$ cat src/rtl/rts_pkg.sv
package rts_pkg;

    typedef enum logic [1:0] {
        RNG_NORM = 2'd0,
        RNG_WARM = 2'd1,
        RNG_HOT  = 2'd2
    } temp_rng_e;

    // Next temperature band, with hysteresis applied only on the way down.
    function automatic temp_rng_e rng_next(
        input temp_rng_e  cur,
        input logic [7:0] t,
        input logic [7:0] warm_c,
        input logic [7:0] hot_c,
        input logic [7:0] hyst_c
    );
        temp_rng_e nxt;
        nxt = cur;
        unique case (cur)
            RNG_NORM: begin
                if (t >= hot_c)       nxt = RNG_HOT;
                else if (t >= warm_c) nxt = RNG_WARM;
            end
            RNG_WARM: begin
                if (t >= hot_c)                nxt = RNG_HOT;
                else if (t < warm_c - hyst_c)  nxt = RNG_NORM;
            end
            RNG_HOT: begin
                if (t < warm_c - hyst_c)       nxt = RNG_NORM;
                else if (t < hot_c - hyst_c)   nxt = RNG_WARM;
            end
            default: nxt = RNG_NORM;
        endcase
        return nxt;
    endfunction

endpackage

$ cat src/rtl/temp_range_tracker.sv
module temp_range_tracker
    import rts_pkg::*;
#(
    parameter logic [7:0] WARM_C = 8'd85,
    parameter logic [7:0] HOT_C  = 8'd95,
    parameter logic [7:0] HYST_C = 8'd2
) (
    input  logic       clk,
    input  logic       rst,
    input  logic [7:0] temp_c,
    output temp_rng_e  rng
);

    always_ff @(posedge clk) begin
        if (rst) rng <= RNG_NORM;
        else     rng <= rng_next(rng, temp_c, WARM_C, HOT_C, HYST_C);
    end

endmodule

$ cat src/rtl/refresh_timer.sv
module refresh_timer
    import rts_pkg::*;
#(
    parameter int unsigned NOM_CYC  = 3120,
    parameter int unsigned PEND_MAX = 8
) (
    input  logic                              clk,
    input  logic                              rst,
    input  temp_rng_e                         rng,
    input  logic                              ref_ack,
    output logic                              ref_req,
    output logic [$clog2(PEND_MAX+1)-1:0]     ref_pending,
    output logic                              ref_overflow
);

    localparam int unsigned CW   = $clog2(NOM_CYC);
    localparam int unsigned PW   = $clog2(PEND_MAX + 1);
    localparam logic [CW-1:0] RL_NORM = CW'(NOM_CYC - 1);
    localparam logic [CW-1:0] RL_WARM = CW'((NOM_CYC >> 1) - 1);
    localparam logic [CW-1:0] RL_HOT  = CW'((NOM_CYC >> 2) - 1);
    localparam logic [PW-1:0] P_MAX   = PW'(PEND_MAX);

    logic [CW-1:0] cnt;
    logic [CW-1:0] reload;
    logic [PW-1:0] pend;
    logic          tick;
    logic          take;
    logic          ovf;

    always_comb begin
        unique case (rng)
            RNG_WARM: reload = RL_WARM;
            RNG_HOT:  reload = RL_HOT;
            default:  reload = RL_NORM;
        endcase
    end

    assign tick = (cnt == '0);
    assign take = ref_ack && (pend != '0);

    // Band is sampled only at reload, so a running count is never retimed.
    always_ff @(posedge clk) begin
        if (rst)       cnt <= RL_NORM;
        else if (tick) cnt <= reload;
        else           cnt <= cnt - 1'b1;
    end

    always_ff @(posedge clk) begin
        if (rst) begin
            pend <= '0;
            ovf  <= 1'b0;
        end else begin
            unique case ({tick, take})
                2'b10: if (pend != P_MAX) pend <= pend + 1'b1;
                2'b01: pend <= pend - 1'b1;
                default: pend <= pend;
            endcase
            if (take)                             ovf <= 1'b0;
            else if (tick && (pend == P_MAX))     ovf <= 1'b1;
        end
    end

    assign ref_req      = (pend != '0);
    assign ref_pending  = pend;
    assign ref_overflow = ovf;

endmodule

$ cat src/rtl/throttle_mask.sv
module throttle_mask #(
    parameter int unsigned RW = 4
) (
    input  logic          clk,
    input  logic          rst,
    input  logic [7:0]    temp_c,
    input  logic [7:0]    thr_c,
    input  logic [RW-1:0] thr_ratio,
    output logic          accept_allow
);

    logic [RW-1:0] phase;

    always_ff @(posedge clk) begin
        if (rst) phase <= '0;
        else     phase <= phase + 1'b1;
    end

    assign accept_allow = (temp_c <= thr_c) || (phase < thr_ratio);

endmodule

$ cat src/rtl/refresh_throttle_sched.sv
module refresh_throttle_sched
    import rts_pkg::*;
#(
    parameter int unsigned CLK_MHZ  = 400,
    parameter int unsigned REF_NS   = 7800,
    parameter int unsigned PEND_MAX = 8,
    parameter logic [7:0]  WARM_C   = 8'd85,
    parameter logic [7:0]  HOT_C    = 8'd95,
    parameter logic [7:0]  HYST_C   = 8'd2
) (
    input  logic                           clk,
    input  logic                           rst,
    input  logic [7:0]                     temp_c,
    input  logic [7:0]                     thr_c,
    input  logic [3:0]                     thr_ratio,
    input  logic                           ref_ack,
    output logic                           ref_req,
    output logic [$clog2(PEND_MAX+1)-1:0]  ref_pending,
    output logic                           ref_overflow,
    output logic                           accept_allow
);

    localparam int unsigned NOM_CYC = (CLK_MHZ * REF_NS) / 1000;

    temp_rng_e rng;

    temp_range_tracker #(
        .WARM_C (WARM_C),
        .HOT_C  (HOT_C),
        .HYST_C (HYST_C)
    ) u_rng (
        .clk    (clk),
        .rst    (rst),
        .temp_c (temp_c),
        .rng    (rng)
    );

    refresh_timer #(
        .NOM_CYC  (NOM_CYC),
        .PEND_MAX (PEND_MAX)
    ) u_tmr (
        .clk          (clk),
        .rst          (rst),
        .rng          (rng),
        .ref_ack      (ref_ack),
        .ref_req      (ref_req),
        .ref_pending  (ref_pending),
        .ref_overflow (ref_overflow)
    );

    throttle_mask #(
        .RW (4)
    ) u_thr (
        .clk          (clk),
        .rst          (rst),
        .temp_c       (temp_c),
        .thr_c        (thr_c),
        .thr_ratio    (thr_ratio),
        .accept_allow (accept_allow)
    );

endmodule

$ cat config.mk
export PLATFORM = sky130hd
export DESIGN_NAME = refresh_throttle_sched
export DESIGN_NICKNAME = d
export VERILOG_FILES = /design/src/rtl/rts_pkg.sv /design/src/rtl/temp_range_tracker.sv /design/src/rtl/refresh_timer.sv /design/src/rtl/throttle_mask.sv /design/src/rtl/refresh_throttle_sched.sv
export SDC_FILE = /design/constraint.sdc
export NUM_CORES = 1
export LEC_CHECK = 0
export BUFFER_PORTS_ARGS = -buffer_cell sky130_fd_sc_hd__buf_2
export CORE_MARGIN = 4
export CORE_UTILIZATION = 50
export CTS_CLUSTER_SIZE = 14
export DETAILED_ROUTE_END_ITERATION = 10
export HOLD_SLACK_MARGIN = 0.1
export PLACE_DENSITY = 0.79
export SLEW_MARGIN = 20
export SYNTH_ARGS = -nofsm -noshare
export SYNTH_HDL_FRONTEND = slang
export SYNTH_SLANG_ARGS = --single-unit
$ cat constraint.sdc
create_clock -name clk -period 2.5 [get_ports clk]
set_clock_uncertainty 0.05 [all_clocks]
set_input_delay 0 -clock clk [delete_from_list [all_inputs] [get_ports clk]]
set_output_delay 0 -clock clk [all_outputs]
set_load 0.05 [all_outputs]
==> reports/results.tsv, run 1 <==
stage	metric	value	unit
logic_synthesis	Synth Area in Compound Gates	0.1671	
cts	TritonCTS clock tree	done	
logic_synthesis	Yosys warnings	0	
power_and_ir_drop	Max rail drop VDD	0.2682	mV
timing	RSZ-0062 raised after global routing	false	
finish	commonest non-fill, non-tap cell in the layout	buf_2	
finish	layout cell share with drive strength beyond 1	0.2202	
timing	Final period util	0.9141	
power_and_ir_drop	PwrDens	615.9	nW/um^2
outcome	status	completed	
worst_setup_path	crit path max fanout	5	
timing	Highest Clock Rate	437.6	MHz
logic_synthesis	Yosys cell types	49	
cts	worst skew pair latency	0.31	ns
flow_run	max_cap viols	0	
global_routing	initial antenna violation count	0	
global_routing	grt ovf	0	
cts	Post-CTS Setup Inserts	0	
logic_synthesis	top cell type's share of synthesized area	0.2846	
die	CORE AREA	3078	sq um
logic_synthesis	synthesized area per cell	8.792	sq um
routing	DR DRC count	0	
routing	routed vias	1362	
cts	# H-tree levels	1	
routing	vias per cell	5.198	
logic_synthesis	ys flop type	dfxtp_1	
placed_design	# port buffers	29	
power_and_ir_drop	Total Power	1.147	mW
cts	CTS Hold Buffers Added	2	
timing	fin crit period	2.285	ns
die	Initial Utilization	0.5256	
die	boundary pin count	30	
logic_synthesis	Adder-Cell Fraction of Synth Area	0.1547	
logic_synthesis	syn_nets	227	
logic_synthesis	Post-synth ARST share	0	
finish	n_diodes	0	
cts	total CTS buffers	3	
logic_synthesis	largest family of logic cells by synthesized area	simple AND/OR/NAND/NOR gates	
timing	Worst-Margin Slew	0.4397	ns
logic_synthesis	top cells by area, synth	dfxtp_1, ha_1, inv_1	
timing	Slew Limit Headroom	0.7046	
placed_design	hpwl dp	2373	um
finish	most frequent cells in the layout	buf_2, ha_1, dfxtp_1	
die	Die ar.	4209	sq um
routing	DR iter-0 viols	27	
logic_synthesis	post-synthesis mux area share	0.03326	
worst_setup_path	CP startpoint kind	register	
timing	final setup fails	0	
power_and_ir_drop	Leak Pwr	0.8625	nW
global_routing	vias in the first global route	1321	
placed_design	RePlAce Congestion	0.8060	
cts	PostCTS Resize Cnt	0	
timing	final hold vios	0	
die	Die H	64.88	um
timing	Slew Limit Fails	0	
global_routing	largest net degree at the start of global routing	25	
logic_synthesis	sequential-to-total area share from yosys stat	0.2846	
min_path	Hold WC Path Type	in -> reg	
routing	Pre-Repair DR Iteration Count	4	
cts	clock transition at the registers of the reported paths	0.12	ns
timing	Setup TNS Final	0	ns
worst_setup_path	Setup crit end kind	register	
cts	total clock sinks	23	
logic_synthesis	cell area after synthesis	1618	sq um
routing	Final ANT Viol Nets	0	
worst_setup_path	kind of critical path	reg -> reg	
global_routing	first-pass GRT wire length	5423	um
worst_setup_path	Worst Path Required	2.65	ns
die	DIE WIDTH	64.88	um
cts	clk buf depth	2	
logic_synthesis	Syn Inst Count	184	
finish	area growth from synthesis to layout	15.08	%
worst_setup_path	WP data arrival	2.44	ns
logic_synthesis	EDFF count, synth	0	
routing	mean routed wirelength per cell	11.48	um
logic_synthesis	Synth Area in XOR/XNOR	0.04872	
cts	root buffer cell	clkbuf_4	
finish	fin nets	262	
logic_synthesis	post-synthesis simple-gate area fraction	0.2514	
die	Row Count	20	
timing	WHS	0.1235	ns
routing	DRT Wirelength	3007	um
global_routing	GR Util All Layers	0.1579	
logic_synthesis	register bit total from synthesis	23	
logic_synthesis	Yosys top cell by area	dfxtp_1	
==> cell type report <==
class / instances / area (sq um)
clock inverter: 1 / 5.005
clock buffer: 3 / 22.52
inverter: 18 / 67.56
multi-input combinational: 139 / 1060
sequential: 23 / 464.2
fill: 277 / 1216
tap: 44 / 55.05
timing repair buffer: 34 / 187.7
==> cells in the mapped netlist (4+ instances only) <==
master	number
dfxtp_1	23
ha_1	20
inv_1	18
nor2_1	14
nand2_1	12
a21oi_1	7
nor3_1	6
o21ai_0	6
nand2b_1	5
nand3_1	5
nor2b_1	5
xnor2_1	5
a211oi_1	4
a21o_1	4
nand4_1	4
xor2_1	4
==> sequential cells by signal, summed over array words and instances (netlist names) <==
name	flops
u_rng.rng	2
u_thr.phase	4
u_tmr.cnt	12
u_tmr.ref_overflow	1
u_tmr.ref_pending	4
==> metal layers <==
layer / global-route usage / vias to the layer above / wire length (um)
li1: - / 725 / -
met1: 0.1970 / 613 / 1456
met2: 0.2797 / 20 / 1406
met3: 0.02080 / 4 / 111
met4: 0.04749 / 0 / 32
met5: 0 / - / 0
==> path summary, 6_finish.rpt <==
kind | startpoint | end | slack [ns] | cells past startpoint
max | u_tmr.cnt[0]$_SDFF_PP1_ | u_tmr.ref_pending[2]$_SDFFE_PP0P_ | 0.21 | 10
min | temp_c[7] | u_rng.rng[1]$_SDFFE_PP0P_ | 0.12 | 4
max reg2reg | u_tmr.cnt[0]$_SDFF_PP1_ | u_tmr.ref_pending[2]$_SDFFE_PP0P_ | 0.21 | 10
min reg2reg | u_tmr.cnt[0]$_SDFF_PP1_ | u_tmr.cnt[0]$_SDFF_PP1_ | 0.39 | 1
==> report_power, final <==
group	internal (mW)	total [mW]	switching (mW)
Sequential	0.402	0.448	0.0460
Combinational	0.208	0.529	0.320
Clock	0.0598	0.170	0.111
Total	0.670	1.15	0.477
==> critical path: stages (launching register included) <==
cell and delay [ns]:
dfxtp_1 0.41, inv_1 0.07, ha_1 0.23, nor3b_2 0.17, and3_1 0.18, nor2_1 0.13
xor2_1 0.09, ha_1 0.20, nor4_1 0.27, a31oi_1 0.08, mux2_1 0.32
==> metrics by stage <==
step	cells	instance area [sq um]	setup slack, ns	util
after detailed placement	256	1814	0.2489	0.5894
after global routing	262	1862	0.05345	0.6049
after global placement	256	1814	0.3188	0.5894
final	262	1862	0.2146	0.6049
after floorplan	184	1622	0.07492	-
after CTS	262	1862	0.2164	0.6049
==> cell families (layout without fill, tap and decap cells) <==
group | Yosys count | count (layout)
multiplexers | 4 | 4
flip-flops | 23 | 23
XOR/XNOR | 9 | 9
AO/OA/AOI/OAI | 39 | 39
adder cells (fa/ha/maj) | 20 | 20
buffers and inverters | 22 | 56
AND/OR/NAND/NOR | 67 | 67
(Power assumes the default switching activity.)
==> inputs of run 2 (changes only) <==
ABC_AREA = 1   (was default)
PLACE_DENSITY = 0.78   (was 0.79)
==> run 2 against run 1 <==
- combinational power fell by 55%
- cell count rose by 28%
- die area rose by 5.0%
- cell area rose by 4.4%
- largest cell class unchanged
- highest routed layer is now met3
==> reports/results.tsv, run 2 <==
stage	metric	value	unit	change
cts	total clock sinks	23		unchanged
timing	WHS	0.1808	ns	+0.05735 ns
timing	Final period util	0.7604		-0.1538
routing	vias per cell	4.783		-8.0%
finish	final cell count without fillers	336		+28%
finish	number of flip-flops in the largest register	12		unchanged
outcome	status	completed		
timing	fin crit period	1.901	ns	-0.3844 ns
cts	clk buf depth	2		unchanged
cts	root buffer cell	clkbuf_4		
timing	final hold vios	0		unchanged
flow_run	max_cap viols	0		unchanged
cts	clock transition at the registers of the reported paths	0.13	ns	about the same
global_routing	largest net degree at the start of global routing	15		-40%
logic_synthesis	Post-synth ARST share	0		unchanged
placed_design	hpwl dp	2633	um	+11%
routing	DRT Wirelength	3224	um	+7.2%
die	Row Count	20		unchanged
cts	TritonCTS clock tree	done		
worst_setup_path	Worst Path Required	2.68	ns	+0.03 ns
timing	Slew Limit Headroom	0.7633		+0.05869
finish	largest reg by FF count	u_tmr.cnt		
finish	n_diodes	0		unchanged
worst_setup_path	Setup crit end kind	register		
placed_design	# port buffers	29		unchanged
finish	Fill cells	347		+25%
timing	Highest Clock Rate	526.1	MHz	+20%
routing	DR DRC count	0		unchanged
logic_synthesis	cell area after synthesis	1710	sq um	+5.7%
global_routing	GR Util All Layers	0.1691		+0.01118
timing	RSZ-0062 raised after global routing	false		
die	Die ar.	4420	sq um	+5.0%
logic_synthesis	Commonest cells post-synth	nand2_1, inv_1, nor2_1		
routing	Final ANT Viol Nets	0		unchanged
worst_setup_path	most frequent CP cell	nand2_1		
worst_setup_path	Crit-path slowest cell	dfxtp_1		
timing	Worst-Margin Slew	0.3529	ns	-0.08683 ns
global_routing	grt ovf	0		unchanged
die	Initial Utilization	0.5425		+0.01685
power_and_ir_drop	PwrDens	422.2	nW/um^2	-31%
finish	most frequent cells in the layout	nand2_1, inv_1, nor2_1		
cts	total CTS buffers	3		unchanged
logic_synthesis	Yosys top cell by area	dfxtp_1		
logic_synthesis	most frequent cell after synthesis	nand2_1		
finish	commonest non-fill, non-tap cell in the layout	nand2_1		
timing	final setup fails	0		unchanged
finish	Final Util	0.6163		+0.01139
worst_setup_path	top cell family by delay on the critical path	simple AND/OR/NAND/NOR gates		
power_and_ir_drop	Max rail drop VDD	0.3562	mV	+33%
power_and_ir_drop	Total Power	0.8203	mW	-28%
global_routing	first-pass GRT wire length	6037	um	+11%
worst_setup_path	WP data arrival	2.08	ns	-0.36 ns
cts	# H-tree levels	1		unchanged
routing	Pre-Repair DR Iteration Count	4		unchanged
routing	DR iter-0 viols	58		+110%
routing	routed vias	1607		+18%
global_routing	vias in the first global route	1519		+15%
logic_synthesis	synthesized area per cell	6.604	sq um	-25%
logic_synthesis	top cells by area, synth	dfxtp_1, ha_1, nand2_1		
logic_synthesis	EDFF count, synth	0		unchanged
global_routing	initial antenna violation count	0		unchanged
die	CORE AREA	3153	sq um	+2.4%
logic_synthesis	ys flop type	dfxtp_1		
routing	mean routed wirelength per cell	9.595	um	-16%
worst_setup_path	CP startpoint kind	register		
worst_setup_path	WP buf/inv	4		+3
worst_setup_path	largest stage delay on the critical path	0.33	ns	-0.08 ns
power_and_ir_drop	Leak Pwr	1.096	nW	+27%
placed_design	RePlAce Congestion	0.8026		-0.42%
timing	Setup TNS Final	0	ns	unchanged
logic_synthesis	register bit total from synthesis	23		unchanged
cts	Post-CTS Setup Inserts	0		unchanged
worst_setup_path	worst path cell trace	inv_1, ha_1, nand2_2, nor2_4, nand2_4, nand2_4, nand2_1, nand2_1, inv_1, ha_1, inv_1, nand2_1, nand2_1, nand3_1, nand2_1, inv_1		
placed_design	dpl cells	330		+29%
finish	layout cell share with drive strength beyond 1	0.1610		-0.05922
worst_setup_path	kind of critical path	reg -> reg		
die	DIE WIDTH	66.49	um	+2.5%
logic_synthesis	syn_nets	302		+33%
worst_setup_path	crit path max fanout	14		+9
cts	worst skew pair latency	0.31	ns	about the same
finish	fin nets	336		+28%
logic_synthesis	Yosys cell types	31		-37%
min_path	Hold WC Path Type	in -> reg		
finish	area growth from synthesis to layout	13.61	%	
die	Die H	66.49	um	+2.5%
logic_synthesis	top cell type's share of synthesized area	0.2692		-0.01541
logic_synthesis	sequential-to-total area share from yosys stat	0.2692		-0.01541
die	boundary pin count	30		unchanged
timing	Slew Limit Fails	0		unchanged
logic_synthesis	Yosys warnings	0		unchanged
logic_synthesis	Syn Inst Count	259		+41%
-- run 2: changes by cell type after synthesis, moves of 4 or more --
cell	delta
a21oi_1	+5
nor3_1	-5
o21ai_0	+5
nand2_1	+46
nor2_1	+20
nand3_1	+10
a21o_1	-4
nand2b_1	-5
nor2b_1	-5
inv_1	+32
-- run 2: final timing paths --
check / start / to / slack [ns] / cells after the start
setup / recovery: u_tmr.cnt[0]$_SDFF_PP1_ / u_tmr.ref_pending[2]$_SDFFE_PP0P_ / 0.60 / 16
hold / removal: temp_c[5] / u_rng.rng[1]$_SDFFE_PP0P_ / 0.18 / 8
setup reg to reg: u_tmr.cnt[0]$_SDFF_PP1_ / u_tmr.ref_pending[2]$_SDFFE_PP0P_ / 0.60 / 16
hold reg to reg: u_tmr.cnt[0]$_SDFF_PP1_ / u_tmr.cnt[0]$_SDFF_PP1_ / 0.36 / 1
-- run 2: layer usage --
metal / up-vias / track usage / share of wire
met5: - / 0 / 0
met4: 0 / 0.02030 / 0
met3: 0 / 0.03541 / 0.029
met2: 19 / 0.2949 / 0.47
met1: 709 / 0.2192 / 0.50
li1: 879 / - / -
-- run 2: timing repair --
action                                 CTS  global route
endpoints found under the hold margin    9             0
resized for setup                        0             0
hold buffers                             2             0
-- run 2: cell families (layout without fill, tap and decap cells) --
logic type               after synthesis  after routing  share of synthesized area
XOR/XNOR                               3              3                    0.01536
flip-flops                            23             23                     0.2692
adder cells (fa/ha/maj)               20             20                     0.1463
buffers and inverters                 54             87                     0.1229
AND/OR/NAND/NOR                      122            122                     0.3167
AO/OA/AOI/OAI                         37             37                     0.1295
-- run 2: where the power goes --
group / switching, mW / internal [mW]
registers: 0.0210 / 0.388
clock network: 0.111 / 0.0597
logic: 0.142 / 0.0982
total: 0.275 / 0.546
-- run 2: per-stage QoR --
stage / area, sq um / setup WS, ns
floorplan: 1710 / 0.5340
global placement: 1896 / 0.6755
detailed placement: 1896 / 0.6104
CTS: 1943 / 0.5903
global route: 1943 / 0.3691
finish: 1943 / 0.5991
-- run 2: layout make-up --
| class | count | area (sq um) | share of cell area |
|---|---|---|---|
| Timing Repair Buffer | 31 | 165.2 | 0.08500 |
| Clock buffer | 3 | 22.52 | 0.01159 |
| Tap cell | 44 | 55.05 | 0.02833 |
| Multi-Input combinational cell | 182 | 1040 | 0.5351 |
| Sequential cell | 23 | 460.4 | 0.2370 |
| Inverter | 52 | 195.2 | 0.1005 |
| Clock inverter | 1 | 5.005 | 0.002576 |
-- run 2: worst reg2reg max path, stage by stage (launching register included) --
cell     delay, ns
dfxtp_1       0.33
inv_1         0.07
ha_1          0.20
nand2_2       0.11
nor2_4        0.16
nand2_4       0.13
nand2_4       0.14
nand2_1       0.06
nand2_1       0.05
inv_1         0.04
ha_1          0.16
inv_1         0.05
nand2_1       0.06
nand2_1       0.06
nand3_1       0.06
nand2_1       0.06
inv_1         0.03
==> inputs of run 3 (changes only) <==
PLACE_DENSITY = 0.76   (was 0.78)
clock period = 1.85 ns   (was 2.5 ns; I/O delays follow)
==> run 3 against run 2 <==
- worst hold slack gained 0.0038 ns
- register-to-register slack got worse by 0.44 ns
- wire length is 1.3% lower
- power is 36% higher
- largest cell class unchanged
- largest power group unchanged
==> reports/results.tsv, run 3 (synthesized netlist as in run 2, its figures left out) <==
stage	metric	value	unit	change
outcome	status	completed		
cts	TritonCTS clock tree	done		
die	Initial Utilization	0.5425		unchanged
global_routing	initial antenna violation count	0		unchanged
power_and_ir_drop	Max rail drop VDD	0.4167	mV	+17%
global_routing	largest net degree at the start of global routing	15		unchanged
routing	Pre-Repair DR Iteration Count	4		unchanged
routing	DR DRC count	0		unchanged
worst_setup_path	R2R setup slack	0.16	ns	-0.44 ns
min_path	Hold WC Path Type	in -> reg		
timing	Slew Limit Headroom	0.7665		+0.003205
placed_design	placed instance area	1916	sq um	+1.1%
worst_setup_path	kind of critical path	reg -> reg		
min_path	Worst Hold Path Cells	8		unchanged
timing	WHS	0.1846	ns	+0.003814 ns
global_routing	GR Util All Layers	0.1712		+0.002169
global_routing	vias in the first global route	1492		-1.8%
cts	# H-tree levels	1		unchanged
timing	Final period util	0.9147		+0.1543
finish	number of flip-flops in the largest register	12		unchanged
worst_setup_path	Setup crit end kind	register		
routing	routed vias	1574		-2.1%
placed_design	hpwl dp	2633	um	about the same
worst_setup_path	RR Endpoint	u_tmr.ref_pending[2]$_SDFFE_PP0P_		
cts	worst skew pair latency	0.32	ns	about the same
cts	clk buf depth	2		unchanged
power_and_ir_drop	PwrDens	562.0	nW/um^2	+33%
worst_setup_path	worst setup path end	u_tmr.ref_pending[2]$_SDFFE_PP0P_		
timing	final hold vios	0		unchanged
finish	area growth from synthesis to layout	16.09	%	
finish	commonest non-fill, non-tap cell in the layout	nand2_1		
timing	RSZ-0062 raised after global routing	false		
die	CORE AREA	3153	sq um	unchanged
cts	total clock sinks	23		unchanged
cts	clock transition at the registers of the reported paths	0.14	ns	about the same
worst_setup_path	CP startpoint	u_tmr.cnt[0]$_SDFF_PP1_		
die	Die H	66.49	um	unchanged
die	Die ar.	4420	sq um	unchanged
timing	Setup TNS Final	0	ns	unchanged
worst_setup_path	crit path max fanout	4		-10
routing	vias per cell	4.643		-2.9%
die	Row Count	20		unchanged
routing	mean routed wirelength per cell	9.386	um	-2.2%
global_routing	grt ovf	0		unchanged
worst_setup_path	Worst Path Required	2.04	ns	-0.64 ns
worst_setup_path	CP startpoint kind	register		
die	boundary pin count	30		unchanged
timing	Slew Limit Fails	0		unchanged
worst_setup_path	R2R depth	16		unchanged
routing	DR iter-0 viols	77		+33%
placed_design	RePlAce Congestion	0.8553		+6.6%
timing	Worst-Margin Slew	0.3481	ns	-0.004777 ns
finish	fin nets	339		+0.89%
finish	largest reg by FF count	u_tmr.cnt		
placed_design	# port buffers	29		unchanged
global_routing	first-pass GRT wire length	5975	um	-1.0%
power_and_ir_drop	Leak Pwr	1.104	nW	+0.70%
timing	final setup fails	0		unchanged
finish	n_diodes	0		unchanged
finish	Design Area, Final	1986	sq um	+2.2%
flow_run	max_cap viols	0		unchanged
cts	total CTS buffers	3		unchanged
finish	most frequent cells in the layout	nand2_1, inv_1, nor2_1		
routing	DRT Wirelength	3182	um	-1.3%
die	DIE WIDTH	66.49	um	unchanged
routing	Final ANT Viol Nets	0		unchanged
cts	root buffer cell	clkbuf_4		
timing	Highest Clock Rate	591.0	MHz	+12%
worst_setup_path	WP data arrival	1.88	ns	-0.20 ns
finish	layout cell share with drive strength beyond 1	0.1898		+0.02887
worst_setup_path	FF-to-FF Start	u_tmr.cnt[0]$_SDFF_PP1_		
timing	fin crit period	1.692	ns	-0.2088 ns
run 3: critical path, stage by stage, from the launching register on:
cell and delay (ns):
dfxtp_1 0.34, inv_1 0.10, ha_4 0.15, nand2_2 0.08
nor2_4 0.13, nand2_4 0.08, nand2_4 0.06, nand2_1 0.05
nand2_1 0.05, inv_1 0.04, ha_1 0.16, inv_1 0.05
nand2_1 0.06, nand2_1 0.07, nand3_1 0.07, nand2_1 0.06
inv_1 0.03
run 3: worst min-delay path by stage:
stage,startpoint,to,slack (ns)
3_3_place_gp,rst,u_thr.phase[0]$_SDFF_PP0_,0.22
4_1_cts,temp_c[5],u_rng.rng[1]$_SDFFE_PP0P_,0.17
3_5_place_dp,rst,u_thr.phase[0]$_SDFF_PP0_,0.23
2_1_floorplan,rst,u_thr.phase[0]$_SDFF_PP0_,0.22
6_report,temp_c[7],u_rng.rng[1]$_SDFFE_PP0P_,0.18
5_1_grt,temp_c[7],u_rng.rng[0]$_SDFFE_PP0P_,0.27
run 3: final cells by class:
class	count	area [sq um]
timing repair buffer	34	187.7
clock buffer	3	22.52
sequential	23	465.4
inverter	52	195.2
tap	44	55.05
fill	318	1167
multi-input combinational	182	1052
clock inverter	1	7.507
run 3: report_power, final:
group | leakage (nW) | switching [mW] | internal [mW]
logic | 0.901 | 0.186 | 0.134
registers | 0.189 | 0.0275 | 0.524
clock network | 0.0139 | 0.162 | 0.0827
total | 1.10 | 0.376 | 0.740
run 3: stage by stage:
stage / total power, mW / util / worst slack, ns / instances
2_1_floorplan: 0.7882 / - / 0.1216 / 259
3_3_place_gp: 0.8732 / 0.6075 / 0.1370 / 332
3_5_place_dp: 0.8771 / 0.6075 / 0.07162 / 332
4_1_cts: 1.125 / 0.6234 / 0.05026 / 338
5_1_grt: 1.214 / 0.6298 / 0.02216 / 339
6_report: 1.116 / 0.6298 / 0.1579 / 339
run 3: repair_timing:
action,in CTS,in global routing
setup endpoints to repair,0,2
hold buffers,2,0
endpoints found under the hold margin,10,0
gates resized for setup,0,3
setup buffers,0,1
run 3: metal layers:
layer,vias to the layer above,part of all wire,GRT usage
met5,-,0,0
met4,0,0.011,0.04569
met2,22,0.46,0.2949
li1,884,-,-
met3,4,0.046,0.03541
met1,664,0.49,0.2150
